[config.mk]
export PLATFORM = sky130hd
export DESIGN_NAME = disp_bringup_seq
export DESIGN_NICKNAME = d
export VERILOG_FILES = /design/src/rtl/disp_seq_pkg.sv /design/src/rtl/disp_seq_rom.sv /design/src/rtl/disp_id_classify.sv /design/src/rtl/disp_ms_timer.sv /design/src/rtl/disp_bringup_seq.sv
export SDC_FILE = /design/constraint.sdc
export NUM_CORES = 1
export LEC_CHECK = 0
export BUFFER_PORTS_ARGS = -buffer_cell sky130_fd_sc_hd__buf_4
export CAP_MARGIN = 20
export CORE_ASPECT_RATIO = 1.75
export CORE_MARGIN = 2
export CORE_UTILIZATION = 25
export DETAILED_ROUTE_END_ITERATION = 10
export GPL_ROUTABILITY_DRIVEN = 0
export PLACE_DENSITY_LB_ADDON = 0.25
export SLEW_MARGIN = 20
export SYNTH_ARGS = -nofsm -noshare
export SYNTH_HDL_FRONTEND = slang
export SYNTH_HIERARCHICAL = 1
export SYNTH_SLANG_ARGS = --single-unit
[constraint.sdc]
create_clock -name clk_i -period 2.15 [get_ports clk_i]
set_input_delay 0.3225 -clock clk_i [delete_from_list [all_inputs] [get_ports clk_i]]
set_output_delay 0.3225 -clock clk_i [all_outputs]
set_load 0.1 [all_outputs]
[src/rtl/disp_seq_pkg.sv]
package disp_seq_pkg;
  typedef enum logic [1:0] {ERR_NONE = 2'd0, ERR_CTRL = 2'd1, ERR_PANEL = 2'd2} err_e;
  typedef enum logic [1:0] {OP_SEND, OP_WAIT_WAKE, OP_WAIT_SLEEP, OP_END} op_e;
  typedef enum logic [2:0] {
    ST_OFF, ST_RD_REV, ST_RD_CFG, ST_ID_CMD, ST_ID_RD, ST_PROG, ST_WAIT, ST_ON
  } state_e;

  typedef struct packed {
    op_e        op;
    logic [8:0] word;
  } step_t;

  localparam int unsigned PROG_W = 4;
  localparam logic [PROG_W-1:0] PROG_UP = 4'd0;
  localparam logic [PROG_W-1:0] PROG_DN = 4'd10;

  localparam logic [7:0] ADDR_REV  = 8'h00;
  localparam logic [7:0] ADDR_CFG  = 8'h02;
  localparam logic [8:0] W_READ_ID = 9'h004;

  localparam logic [7:0] REV_MASK = 8'hFC;
  localparam logic [7:0] REV_V1   = 8'hA4;
  localparam logic [7:0] REV_V2   = 8'h9C;
  localparam logic [7:0] PANEL_A  = 8'h45;
  localparam logic [7:0] PANEL_B  = 8'h83;
endpackage

[src/rtl/disp_seq_rom.sv]
module disp_seq_rom
  import disp_seq_pkg::*;
(
  input  logic [PROG_W-1:0] idx_i,
  output step_t             step_o
);
  // wake program at PROG_UP, sleep program at PROG_DN
  always_comb begin
    step_o.op   = OP_SEND;
    step_o.word = 9'h000;
    case (idx_i)
      4'd0:  step_o.word = 9'h011;
      4'd1:  step_o.op   = OP_WAIT_WAKE;
      4'd2:  step_o.word = 9'h0C2;
      4'd3:  step_o.word = 9'h102;
      4'd4:  step_o.word = 9'h100;
      4'd5:  step_o.word = 9'h100;
      4'd6:  step_o.word = 9'h03A;
      4'd7:  step_o.word = 9'h170;
      4'd8:  step_o.word = 9'h029;
      4'd10: step_o.word = 9'h028;
      4'd11: step_o.word = 9'h010;
      4'd12: step_o.op   = OP_WAIT_SLEEP;
      default: step_o.op = OP_END;
    endcase
  end
endmodule

[src/rtl/disp_id_classify.sv]
module disp_id_classify
  import disp_seq_pkg::*;
(
  input  logic [7:0] rev_i,
  input  logic [7:0] id0_i,
  output logic [1:0] ver_o,
  output logic [1:0] panel_o
);
  logic [7:0] rev_m;
  assign rev_m = rev_i & REV_MASK;

  always_comb begin
    if (rev_m == REV_V1)      ver_o = 2'd1;
    else if (rev_m == REV_V2) ver_o = 2'd2;
    else                      ver_o = 2'd0;
  end

  always_comb begin
    if (id0_i == PANEL_A)      panel_o = 2'd1;
    else if (id0_i == PANEL_B) panel_o = 2'd2;
    else                       panel_o = 2'd0;
  end
endmodule

[src/rtl/disp_ms_timer.sv]
module disp_ms_timer #(
  parameter int unsigned TICKS_PER_MS = 100000,
  parameter int unsigned MS_W         = 8
) (
  input  logic            clk_i,
  input  logic            rst_ni,
  input  logic            start_i,
  input  logic [MS_W-1:0] ms_i,
  output logic            done_o
);
  localparam int unsigned PRE_W = (TICKS_PER_MS > 1) ? $clog2(TICKS_PER_MS) : 1;
  localparam logic [PRE_W-1:0] PRE_LAST = PRE_W'(TICKS_PER_MS - 1);

  logic [PRE_W-1:0] pre_q;
  logic [MS_W-1:0]  ms_q;
  logic             run_q;

  assign done_o = run_q && (ms_q == '0);

  always_ff @(posedge clk_i or negedge rst_ni) begin
    if (!rst_ni) begin
      pre_q <= '0;
      ms_q  <= '0;
      run_q <= 1'b0;
    end else if (start_i) begin
      pre_q <= '0;
      ms_q  <= ms_i;
      run_q <= 1'b1;
    end else if (run_q) begin
      if (ms_q == '0) begin
        run_q <= 1'b0;
      end else if (pre_q == PRE_LAST) begin
        pre_q <= '0;
        ms_q  <= ms_q - MS_W'(1);
      end else begin
        pre_q <= pre_q + PRE_W'(1);
      end
    end
  end
endmodule

[src/rtl/disp_bringup_seq.sv]
module disp_bringup_seq
  import disp_seq_pkg::*;
#(
  parameter int unsigned CLK_KHZ  = 100000,
  parameter int unsigned WAKE_MS  = 120,
  parameter int unsigned SLEEP_MS = 50
) (
  input  logic       clk_i,
  input  logic       rst_ni,
  input  logic       pwr_up_i,
  input  logic       pwr_dn_i,
  output logic       pbus_req_o,
  output logic [7:0] pbus_addr_o,
  input  logic       pbus_done_i,
  input  logic [7:0] pbus_rdata_i,
  output logic       scmd_req_o,
  output logic       scmd_rd_o,
  output logic [8:0] scmd_word_o,
  input  logic       scmd_done_i,
  input  logic [7:0] scmd_rdata_i,
  output logic       ctrl_pwr_o,
  output logic       panel_rst_o,
  output logic       active_o,
  output logic [1:0] ver_o,
  output logic [1:0] step_o,
  output logic [2:0] strap_o,
  output logic [1:0] panel_o,
  output logic [7:0] panel_rev_o,
  output logic [1:0] err_o
);
  localparam int unsigned MS_MAX = (WAKE_MS > SLEEP_MS) ? WAKE_MS : SLEEP_MS;
  localparam int unsigned MS_W   = $clog2(MS_MAX + 1);

  state_e           st_q;
  logic [PROG_W-1:0] idx_q;
  logic [1:0]       rd_cnt_q;
  logic             wait_q;
  logic             ctrl_pwr_q, panel_rst_q, active_q;
  logic [7:0]       rev_q, id0_q, id1_q, panel_rev_q;
  logic [1:0]       ver_q, step_q, panel_q;
  logic [2:0]       strap_q;
  err_e             err_q;

  step_t            step;
  logic [1:0]       ver_dec, panel_dec;
  logic             p_cyc, s_cyc, p_done, s_done;
  logic             t_start, t_done;
  logic [MS_W-1:0]  t_ms;

  disp_seq_rom u_rom (
    .idx_i  (idx_q),
    .step_o (step)
  );

  disp_id_classify u_cls (
    .rev_i   (rev_q),
    .id0_i   (id0_q),
    .ver_o   (ver_dec),
    .panel_o (panel_dec)
  );

  disp_ms_timer #(
    .TICKS_PER_MS (CLK_KHZ),
    .MS_W         (MS_W)
  ) u_tmr (
    .clk_i   (clk_i),
    .rst_ni  (rst_ni),
    .start_i (t_start),
    .ms_i    (t_ms),
    .done_o  (t_done)
  );

  assign p_cyc  = (st_q == ST_RD_REV) || (st_q == ST_RD_CFG);
  assign s_cyc  = (st_q == ST_ID_CMD) || (st_q == ST_ID_RD) ||
                  ((st_q == ST_PROG) && (step.op == OP_SEND));
  assign p_done = p_cyc && wait_q && pbus_done_i;
  assign s_done = s_cyc && wait_q && scmd_done_i;

  assign pbus_req_o  = p_cyc && !wait_q;
  assign pbus_addr_o = (st_q == ST_RD_CFG) ? ADDR_CFG : ADDR_REV;
  assign scmd_req_o  = s_cyc && !wait_q;
  assign scmd_rd_o   = (st_q == ST_ID_RD);
  assign scmd_word_o = (st_q == ST_ID_CMD) ? W_READ_ID :
                       (st_q == ST_PROG)   ? step.word : 9'h000;

  assign t_start = (st_q == ST_PROG) &&
                   ((step.op == OP_WAIT_WAKE) || (step.op == OP_WAIT_SLEEP));
  assign t_ms    = (step.op == OP_WAIT_WAKE) ? MS_W'(WAKE_MS) : MS_W'(SLEEP_MS);

  // one outstanding transfer across both ports
  always_ff @(posedge clk_i or negedge rst_ni) begin
    if (!rst_ni)                       wait_q <= 1'b0;
    else if (pbus_req_o || scmd_req_o) wait_q <= 1'b1;
    else if (p_done || s_done)         wait_q <= 1'b0;
  end

  always_ff @(posedge clk_i or negedge rst_ni) begin
    if (!rst_ni) begin
      st_q        <= ST_OFF;
      idx_q       <= PROG_UP;
      rd_cnt_q    <= 2'd0;
      ctrl_pwr_q  <= 1'b0;
      panel_rst_q <= 1'b0;
      active_q    <= 1'b0;
      rev_q       <= 8'h00;
      id0_q       <= 8'h00;
      id1_q       <= 8'h00;
      panel_rev_q <= 8'h00;
      ver_q       <= 2'd0;
      step_q      <= 2'd0;
      panel_q     <= 2'd0;
      strap_q     <= 3'd0;
      err_q       <= ERR_NONE;
    end else begin
      case (st_q)
        ST_OFF: if (pwr_up_i) begin
          ctrl_pwr_q  <= 1'b1;
          err_q       <= ERR_NONE;
          ver_q       <= 2'd0;
          step_q      <= 2'd0;
          strap_q     <= 3'd0;
          panel_q     <= 2'd0;
          panel_rev_q <= 8'h00;
          st_q        <= ST_RD_REV;
        end
        ST_RD_REV: if (p_done) begin
          rev_q <= pbus_rdata_i;
          st_q  <= ST_RD_CFG;
        end
        ST_RD_CFG: if (p_done) begin
          if (ver_dec == 2'd0) begin
            err_q      <= ERR_CTRL;
            ctrl_pwr_q <= 1'b0;
            st_q       <= ST_OFF;
          end else begin
            ver_q       <= ver_dec;
            step_q      <= rev_q[1:0];
            strap_q     <= pbus_rdata_i[2:0];
            panel_rst_q <= 1'b1;
            st_q        <= ST_ID_CMD;
          end
        end
        ST_ID_CMD: if (s_done) begin
          rd_cnt_q <= 2'd0;
          st_q     <= ST_ID_RD;
        end
        ST_ID_RD: if (s_done) begin
          rd_cnt_q <= rd_cnt_q + 2'd1;
          if (rd_cnt_q == 2'd0) id0_q <= scmd_rdata_i;
          if (rd_cnt_q == 2'd1) id1_q <= scmd_rdata_i;
          if (rd_cnt_q == 2'd2) begin
            if (panel_dec == 2'd0) begin
              err_q      <= ERR_PANEL;
              ctrl_pwr_q <= 1'b0;
              st_q       <= ST_OFF;
            end else begin
              panel_q     <= panel_dec;
              panel_rev_q <= id1_q;
              idx_q       <= PROG_UP;
              st_q        <= ST_PROG;
            end
          end
        end
        ST_PROG: begin
          case (step.op)
            OP_SEND:       if (s_done) idx_q <= idx_q + PROG_W'(1);
            OP_WAIT_WAKE,
            OP_WAIT_SLEEP: st_q <= ST_WAIT;
            default: begin
              if (idx_q < PROG_DN) begin
                active_q <= 1'b1;
                st_q     <= ST_ON;
              end else begin
                ctrl_pwr_q <= 1'b0;
                st_q       <= ST_OFF;
              end
            end
          endcase
        end
        ST_WAIT: if (t_done) begin
          idx_q <= idx_q + PROG_W'(1);
          st_q  <= ST_PROG;
        end
        ST_ON: if (pwr_dn_i) begin
          active_q <= 1'b0;
          idx_q    <= PROG_DN;
          st_q     <= ST_PROG;
        end
        default: st_q <= ST_OFF;
      endcase
    end
  end

  assign ctrl_pwr_o  = ctrl_pwr_q;
  assign panel_rst_o = panel_rst_q;
  assign active_o    = active_q;
  assign ver_o       = ver_q;
  assign step_o      = step_q;
  assign strap_o     = strap_q;
  assign panel_o     = panel_q;
  assign panel_rev_o = panel_rev_q;
  assign err_o       = err_q;
endmodule

* Yosys cells after proc, flatten, opt, wreduce, memory -nomap -nowiden *
Cells that the tools add are included.

word-level totals
  memories kept = 0
  flip-flop bits (word level) = 81
  bits in read-only memories = 0
  bits in latches = 0
  RAM bits = 0

cells by class
  reductions and logical operators = 51
  mux-type cells = 86
  shifts and indexed selects = 0
  bitwise operators = 1
  div/mod/pow operators = 0
  order comparisons = 1
  equality and inequality tests = 46
  $mul = 0
  add/sub/neg operators = 4

operators with widths
  cell                                                                   number
  9-bit one-hot mux with 9 select lines                                  1
  17-bit two-way mux                                                     4
  2-bit two-way mux                                                      21
  3-bit two-way mux                                                      13
  7-bit two-way mux                                                      5
  8-bit two-way mux                                                      4
  4-bit two-way mux                                                      7
  2-bit inequality test, second input constant                           14
  3-bit one-hot mux with 8 select lines                                  1
  9-bit two-way mux                                                      2
  9-bit AND reduction                                                    2
  17-bit by 1-bit adder with 17-bit output, second input constant        1
  17-bit equality test, second input constant                            1
  4-bit by 3-bit equality test with 1-bit output, second input constant  4
  4-bit equality test, second input constant                             4
  1-bit two-way mux                                                      16
  2-bit one-hot mux with 2 select lines                                  4
  4-bit one-hot mux with 4 select lines                                  1
  8-bit one-hot mux with 2 select lines                                  1
  3-bit AND reduction                                                    5
  2-bit nonzero test                                                     7
  3-bit equality test, second input constant                             4
  6-bit equality test, second input constant                             2
  2-bit one-hot mux with 3 select lines                                  2
  other kinds (34)                                                       63

* Longest topological paths before layout *
Gate-level depths: netlist (run 1).

  depth in word-level cells = 11
  depth in mapped cells = 12
  mapped depth without buffers = 10

* Modules after synthesis *
The synthesis (run 1) kept the hierarchy.

modules (own cells, without submodules)
  module            cells an instance  sequential area each (µm²)  area each (µm²)  times used
  disp_bringup_seq  286                1,401.3                     2,889.0          1
  disp_ms_timer     162                625.6                       1,498.9          1
  disp_seq_rom      25                 0.0                         163.9            1
  disp_id_classify  9                  0.0                         55.1             1

* Worst setup path after synthesis (run 1) *
Ideal clock, no wire load.

  path type = register to output
  start point = register st_q[0]
  end point = output scmd_word_o[2]
  data arrival time = 3,165 ps
  path slack = -1,338 ps
  required time = 1,827 ps
  stages on the path, launching flop included = 5
  cell sequence = dfrtp_1 buf_4 buf_2 clkbuf_1 a21boi_0

between the ends
  longest elaborated chain between the ends = 3

RTL lines
  element                 RTL line                 RTL
  start, declared         disp_bringup_seq.sv:34   state_e st_q;
  start signal, assigned  disp_bringup_seq.sv:99   st_q <= ST_OFF;
  start signal, assigned  disp_bringup_seq.sv:124  st_q <= ST_RD_REV;
  start signal, assigned  disp_bringup_seq.sv:128  st_q <= ST_RD_CFG;
  3-bit equality test     disp_bringup_seq.sv:84   (st_q == ST_PROG) ? step.word : 9'h000;
  9-bit two-way mux       disp_bringup_seq.sv:84
  9-bit two-way mux *     disp_bringup_seq.sv:83   assign scmd_word_o = (st_q == ST_ID_CMD) ? W_READ_ID :
  end, declared           disp_bringup_seq.sv:18   output logic [8:0] scmd_word_o,

Mark *: on every way between the ends. The rest lies on a longest branch, timed or not.

==> run_results.csv, run 1 <==
group,metric,value,unit
worst_setup_path,cp_max_fo,4,
hold_path,worstHoldPathType,"primary input to flop",
cts,clock_latency,0.34,ns
layout,finalCoreUtilization,0.349,
timing,fin_crit,2.21,ns
layout,layout-drive-gt1-share,0.390,
grt,grt_max_degree,49,
route,firstDrtPassIters,4,
cts,path_clk_slew,0.07,ns
worst_setup_path,critPathCaptureType,"output port",
route,antenna_left,0,
cts,cts_tree,"built",
placement,hpwl,8850,um
worst_setup_path,reg2reg_depth,7,
route,wire_per_inst,15.2,um
power,p_per_area,1180,nW/um^2
logic_synthesis,synthCells,482,
layout,diodes,0,
power,peakVddDrop,0.000559,V
die,die_height,184,um
layout,stdcell_count,813,
logic_synthesis,syn_area_per_cell,9.56,sq um
timing,max_freq,453,MHz
placement,dp_cells,786,
route,drt-vias-per-instance,4.83,
cts,clock_sinks,81,
grt,grt_pass1_wl,20000,um
logic_synthesis,synth_top_area_cell,"dfrtp_1",
die,die_area,19600,sq um
timing,final.setup.worst_slack,-0.0566,ns
die,start_util,0.255,
logic_synthesis,ys_types,70,
timing,worst_slew_pin_slew,0.654,ns
timing,post-route-period-util,1.03,
hold_path,whs_path_depth,2,
worst_setup_path,rrSetupSlack,-0.04,ns
die,die_w,107,um
status,violations,"setup timing",
cts,cts-root-buf,"clkbuf_16",
logic_synthesis,yosysTopAreaCellShare,0.440,
power,power_leakage,2.70,nW
cts,cts_buffer_depth,2,
layout,syn2layout_area_growth,36.9,%
logic_synthesis,syn_area,4610,sq um
route,routed_wl,12400,um
logic_synthesis,ys_async_sr_fraction,1.00,
die,placementRows,65,
route,vias,3926,
timing,hold_violations,0,
die,num_io_pins,64,
logic_synthesis,synth_edf_count,0,
worst_setup_path,crit_type,"flop to output port",
worst_setup_path,arrival,1.88,ns
logic_synthesis,synth.ff_latch_count,81,
worst_setup_path,crit_required,1.83,ns
placement,dp_worst_setup_slack,-0.233,ns
timing,rsz0062_at_grt,"yes",
timing,skew,0.00957,ns
status,status,"finished with violations",
logic_synthesis,ys.flop_type,"dfrtp_1",
logic_synthesis,yosysWarnings,6,
timing,hold_slack,0.222,ns
placement,port-buffer-count,56,
cts,h-tree-depth,3,
cts,cts_made_buffers,9,
grt,antenna_found_initial,0,
worst_setup_path,cp-start-kind,"flop",
timing,finalSetupViolCount,7,
layout,fin_nets,606,
grt,grt.overflow.total,0,
route,drt_iter0_markers,120,
logic_synthesis,synth_area_leaders,"dfrtp_1, mux2_2, nand2_1, o21ai_0, nand3_1",
route,drc,0,
run,maxCapViolations,0,
timing,slew_headroom,0.561,
logic_synthesis,ys_seq_area_frac,0.440,
grt,track_usage,0.127,
die,core,18100,sq um
timing,slew_violations,0,
grt,grt_pass1_vias,3905,
[synth_stat cells, drive strengths merged (7+ instances only)]
master,n
a21oi,23
and3,13
buf,29
clkbuf,8
dfrtp,81
ha,10
inv,21
mux2,30
nand2,46
nand2b,9
nand3,29
nand4,8
nor2,26
nor3,7
o21ai,57
o31ai,8
[layout by cell type (no fill, tap or decap), types with 9 or more instances in the layout]
master	n
nor2_1	25
dfrtp_1	79
nand2_1	41
ha_1	9
nand3_1	15
nand3_2	13
a21oi_1	18
o21ai_1	33
buf_6	9
o21ai_0	16
mux2_2	28
inv_1	18
and3_1	9
clkbuf_16	11
buf_4	90
conb_1	12
[per-stage QoR]
stage               instance area (sq um)  setup TNS (ns)  total power, W
global route                         6310           -2.26         0.00790
floorplan                            4700         -0.0982         0.00457
CTS                                  5970          -0.201         0.00724
finish                               6310          -0.193         0.00745
global placement                     5530          -0.526         0.00541
detailed placement                   5530           -1.11         0.00547
[power by group]
group	internal, W	switching, W	total (W)	leakage (nW)
Combinational	0.00144	0.00228	0.00372	1.50
Sequential	0.00186	0.000291	0.00215	1.06
Clock	0.000909	0.000673	0.00158	0.142
Total	0.00420	0.00324	0.00745	2.70
[logic make-up after synthesis]
logic type	synth area share
multiplexers	0.0858
XOR/XNOR	0.00570
AO/OA/AOI/OAI	0.159
flip-flops	0.440
AND/OR/NAND/NOR	0.214
other	0.00244
buffers and inverters	0.0657
adder cells (fa/ha/maj)	0.0272
[final cells by class]
cell class	instances	area, sq um
timing repair buffer	109	972
multi-input combinational	352	2630
tap	234	293
fill	1874	11700
clock buffer	9	225
inverter	21	78.8
clock inverter	7	76.3
sequential	81	2030
[critical path: stages, from the launching register on]
cell      delay, ns
dfrtp_1        0.43
buf_6          0.14
or4_4          0.52
o211ai_2       0.08
and3_4         0.20
buf_12         0.17
[worst paths after layout]
| path | from | to |
|---|---|---|
| min reg2reg | step_o[0] | step_o[0] |
| min | pbus_rdata_i[7] | rev_q[7] |
| max reg2reg | id0_q[5] | idx_q[3] |
| min in group asynchronous | rst_ni | u_tmr/pre_q[14] |
| max in group asynchronous | rst_ni | idx_q[1] |
| max | idx_q[0] | scmd_word_o[4] |
[registers in the layout, indices dropped and copies added (netlist names), 4 cells and up]
register / count
id0_q: 8
u_tmr/pre_q: 17
panel_rev_o: 8
rev_q: 8
id1_q: 8
idx_q: 4
u_tmr/ms_q: 7
[per-layer routing]
layer / up-vias / wire length (um) / global-route usage
met5: - / 0 / 0
met4: 0 / 280 / 0.0499
met3: 16 / 389 / 0.0252
met2: 78 / 6770 / 0.233
met1: 1935 / 4950 / 0.143
li1: 1897 / - / -
[what timing repair did]
action                                 in CTS  in global routing
gates resized for setup                    22                 70
cloned                                      0                  3
pin swaps                                   4                 13
buffers inserted                            4                  3
endpoints found under the hold margin      33                  0
hold buffers                                1                  0
setup endpoints to repair                  33                 57
Power figures use the tool's default switching activity.
==> run 2, diff against run 1 <==
--- a/config.mk
+++ b/config.mk
@@ -12,7 +12,6 @@
 export CORE_UTILIZATION = 25
 export DETAILED_ROUTE_END_ITERATION = 10
 export GPL_ROUTABILITY_DRIVEN = 0
-export PLACE_DENSITY_LB_ADDON = 0.25
 export SLEW_MARGIN = 20
 export SYNTH_ARGS = -nofsm -noshare
 export SYNTH_HDL_FRONTEND = slang
==> run 2 against run 1 <==
Net effect:
- the flow still finishes with violations (setup timing)
- critical path depth up 3
- cell area decreased by 0.79%
- via count fell by 2.3%
==> run_results.csv, run 2 (same netlist as run 1, synthesis figures left out) <==
group,metric,value,unit
die,num_io_pins,64,
cts,cts-root-buf,"clkbuf_16",
grt,grt_max_degree,43,
cts,clock_sinks,81,
cts,cts_made_buffers,9,
timing,post-route-period-util,1.02,
worst_setup_path,crit_type,"flop to flop",
layout,fin_nets,608,
timing,hold_slack,0.212,ns
timing,slew_violations,0,
route,drc,0,
die,core,18100,sq um
layout,diodes,0,
route,drt_iter0_markers,277,
hold_path,worstHoldPathType,"primary input to flop",
timing,hold_violations,0,
timing,fin_crit,2.20,ns
timing,rsz0062_at_grt,"yes",
placement,hpwl,8720,um
worst_setup_path,cp-start-kind,"flop",
timing,skew,0.0101,ns
timing,slew_headroom,0.579,
timing,fin_setup_tns,-0.251,ns
cts,h-tree-depth,3,
layout,layout_commonest_cell,"buf_4",
route,drt-vias-per-instance,4.71,
timing,final.setup.worst_slack,-0.0478,ns
die,start_util,0.255,
layout,largest-register,"u_tmr/pre_q",
layout,layout-drive-gt1-share,0.351,
cts,cts_tree,"built",
grt,antenna_found_initial,0,
timing,finalSetupViolCount,11,
worst_setup_path,arrival,2.46,ns
worst_setup_path,crit_required,2.41,ns
die,placementRows,65,
status,status,"finished with violations",
grt,grt_pass1_vias,3858,
layout,stdcell_count,815,
grt,grt_pass1_wl,19400,um
cts,path_clk_slew,0.06,ns
cts,clock_latency,0.35,ns
layout,largest_register_ffs,17,
die,die_height,184,um
power,totalPowerFinal,0.00753,W
power,power_leakage,2.70,nW
placement,port-buffer-count,56,
grt,track_usage,0.126,
grt,grt.overflow.total,0,
die,die_w,107,um
layout,syn2layout_area_growth,35.8,%
power,peakVddDrop,0.000462,V
layout,final_cell_mix,"buf_4, dfrtp_1, nand2_1",
timing,max_freq,455,MHz
timing,worst_slew_pin_slew,0.627,ns
placement,dp_cells,784,
route,vias,3836,
route,routed_wl,11900,um
route,antenna_left,0,
placement,dp_worst_setup_slack,-0.163,ns
route,wire_per_inst,14.6,um
worst_setup_path,cp_max_fo,20,
run,maxCapViolations,0,
die,die_area,19600,sq um
worst_setup_path,critPathCaptureType,"flop",
cts,cts_buffer_depth,2,
route,firstDrtPassIters,4,
power,p_per_area,1200,nW/um^2
status,violations,"setup timing",
-- run 2: cell count changes in the layout (fill, tap and decap cells not counted), sizes merged --
cell      delta
buf          +3
bufinv       +1
clkinvlp     -2
inv          -1
nand3        +1
-- run 2: metrics by stage --
stage                     cell area [sq um]   util
final                                  6260  0.347
after detailed placement               5550  0.307
after global routing                   6260  0.347
after floorplan                        4700      -
after global placement                 5550  0.307
after CTS                              6080  0.337
-- run 2: layout make-up --
type	count	area [sq um]
inverter	21	78.8
multi-input combinational	353	2530
fill	1852	11800
sequential	81	2030
timing repair buffer	110	985
clock inverter	5	86.3
tap	234	293
clock buffer	11	253
-- run 2: final timing paths --
check / from / to / depth (start not counted) / slack (ns)
worst max-delay path: id0_q[5] / panel_rev_o[6] / 8 / -0.05
worst min-delay path: pbus_rdata_i[3] / rev_q[3] / 2 / 0.21
worst max register to register: id0_q[5] / panel_rev_o[6] / 8 / -0.05
worst min register to register: step_o[0] / step_o[0] / 2 / 0.48
max in group asynchronous: rst_ni / u_tmr/pre_q[0] / 3 / 1.16
min in group asynchronous: rst_ni / u_tmr/pre_q[5] / 2 / 0.42
-- run 2: where the power goes --
| group | internal, W | switching [W] | total (W) | leakage, nW |
|---|---|---|---|---|
| Sequential | 0.00186 | 0.000296 | 0.00215 | 1.06 |
| Combinational | 0.00143 | 0.00221 | 0.00364 | 1.48 |
| Clock | 0.00109 | 0.000652 | 0.00174 | 0.166 |
-- run 2: repair_timing --
item,CTS,global route
endpoints found under the hold margin,22,0
pin swaps,8,9
gates resized for setup,26,35
endpoints found under the setup margin,34,46
hold buffers,1,0
setup buffers,9,4
gates cloned,1,0
-- run 2: worst max-delay path: stages (launching register included) --
cell       delay (ns)
dfrtp_1          0.38
or4b_4           0.58
nor4_4           0.23
o2111ai_2        0.19
mux2i_1          0.22
and2_4           0.19
buf_12           0.14
nand3_1          0.09
o21ai_0          0.09
-- run 2: per-layer routing --
layer | vias up | share of wire | track usage
met5 | - | 0 | 0
met4 | 0 | 0.022 | 0.0587
met3 | 13 | 0.036 | 0.0284
met2 | 60 | 0.55 | 0.232
met1 | 1863 | 0.39 | 0.134
li1 | 1900 | - | -
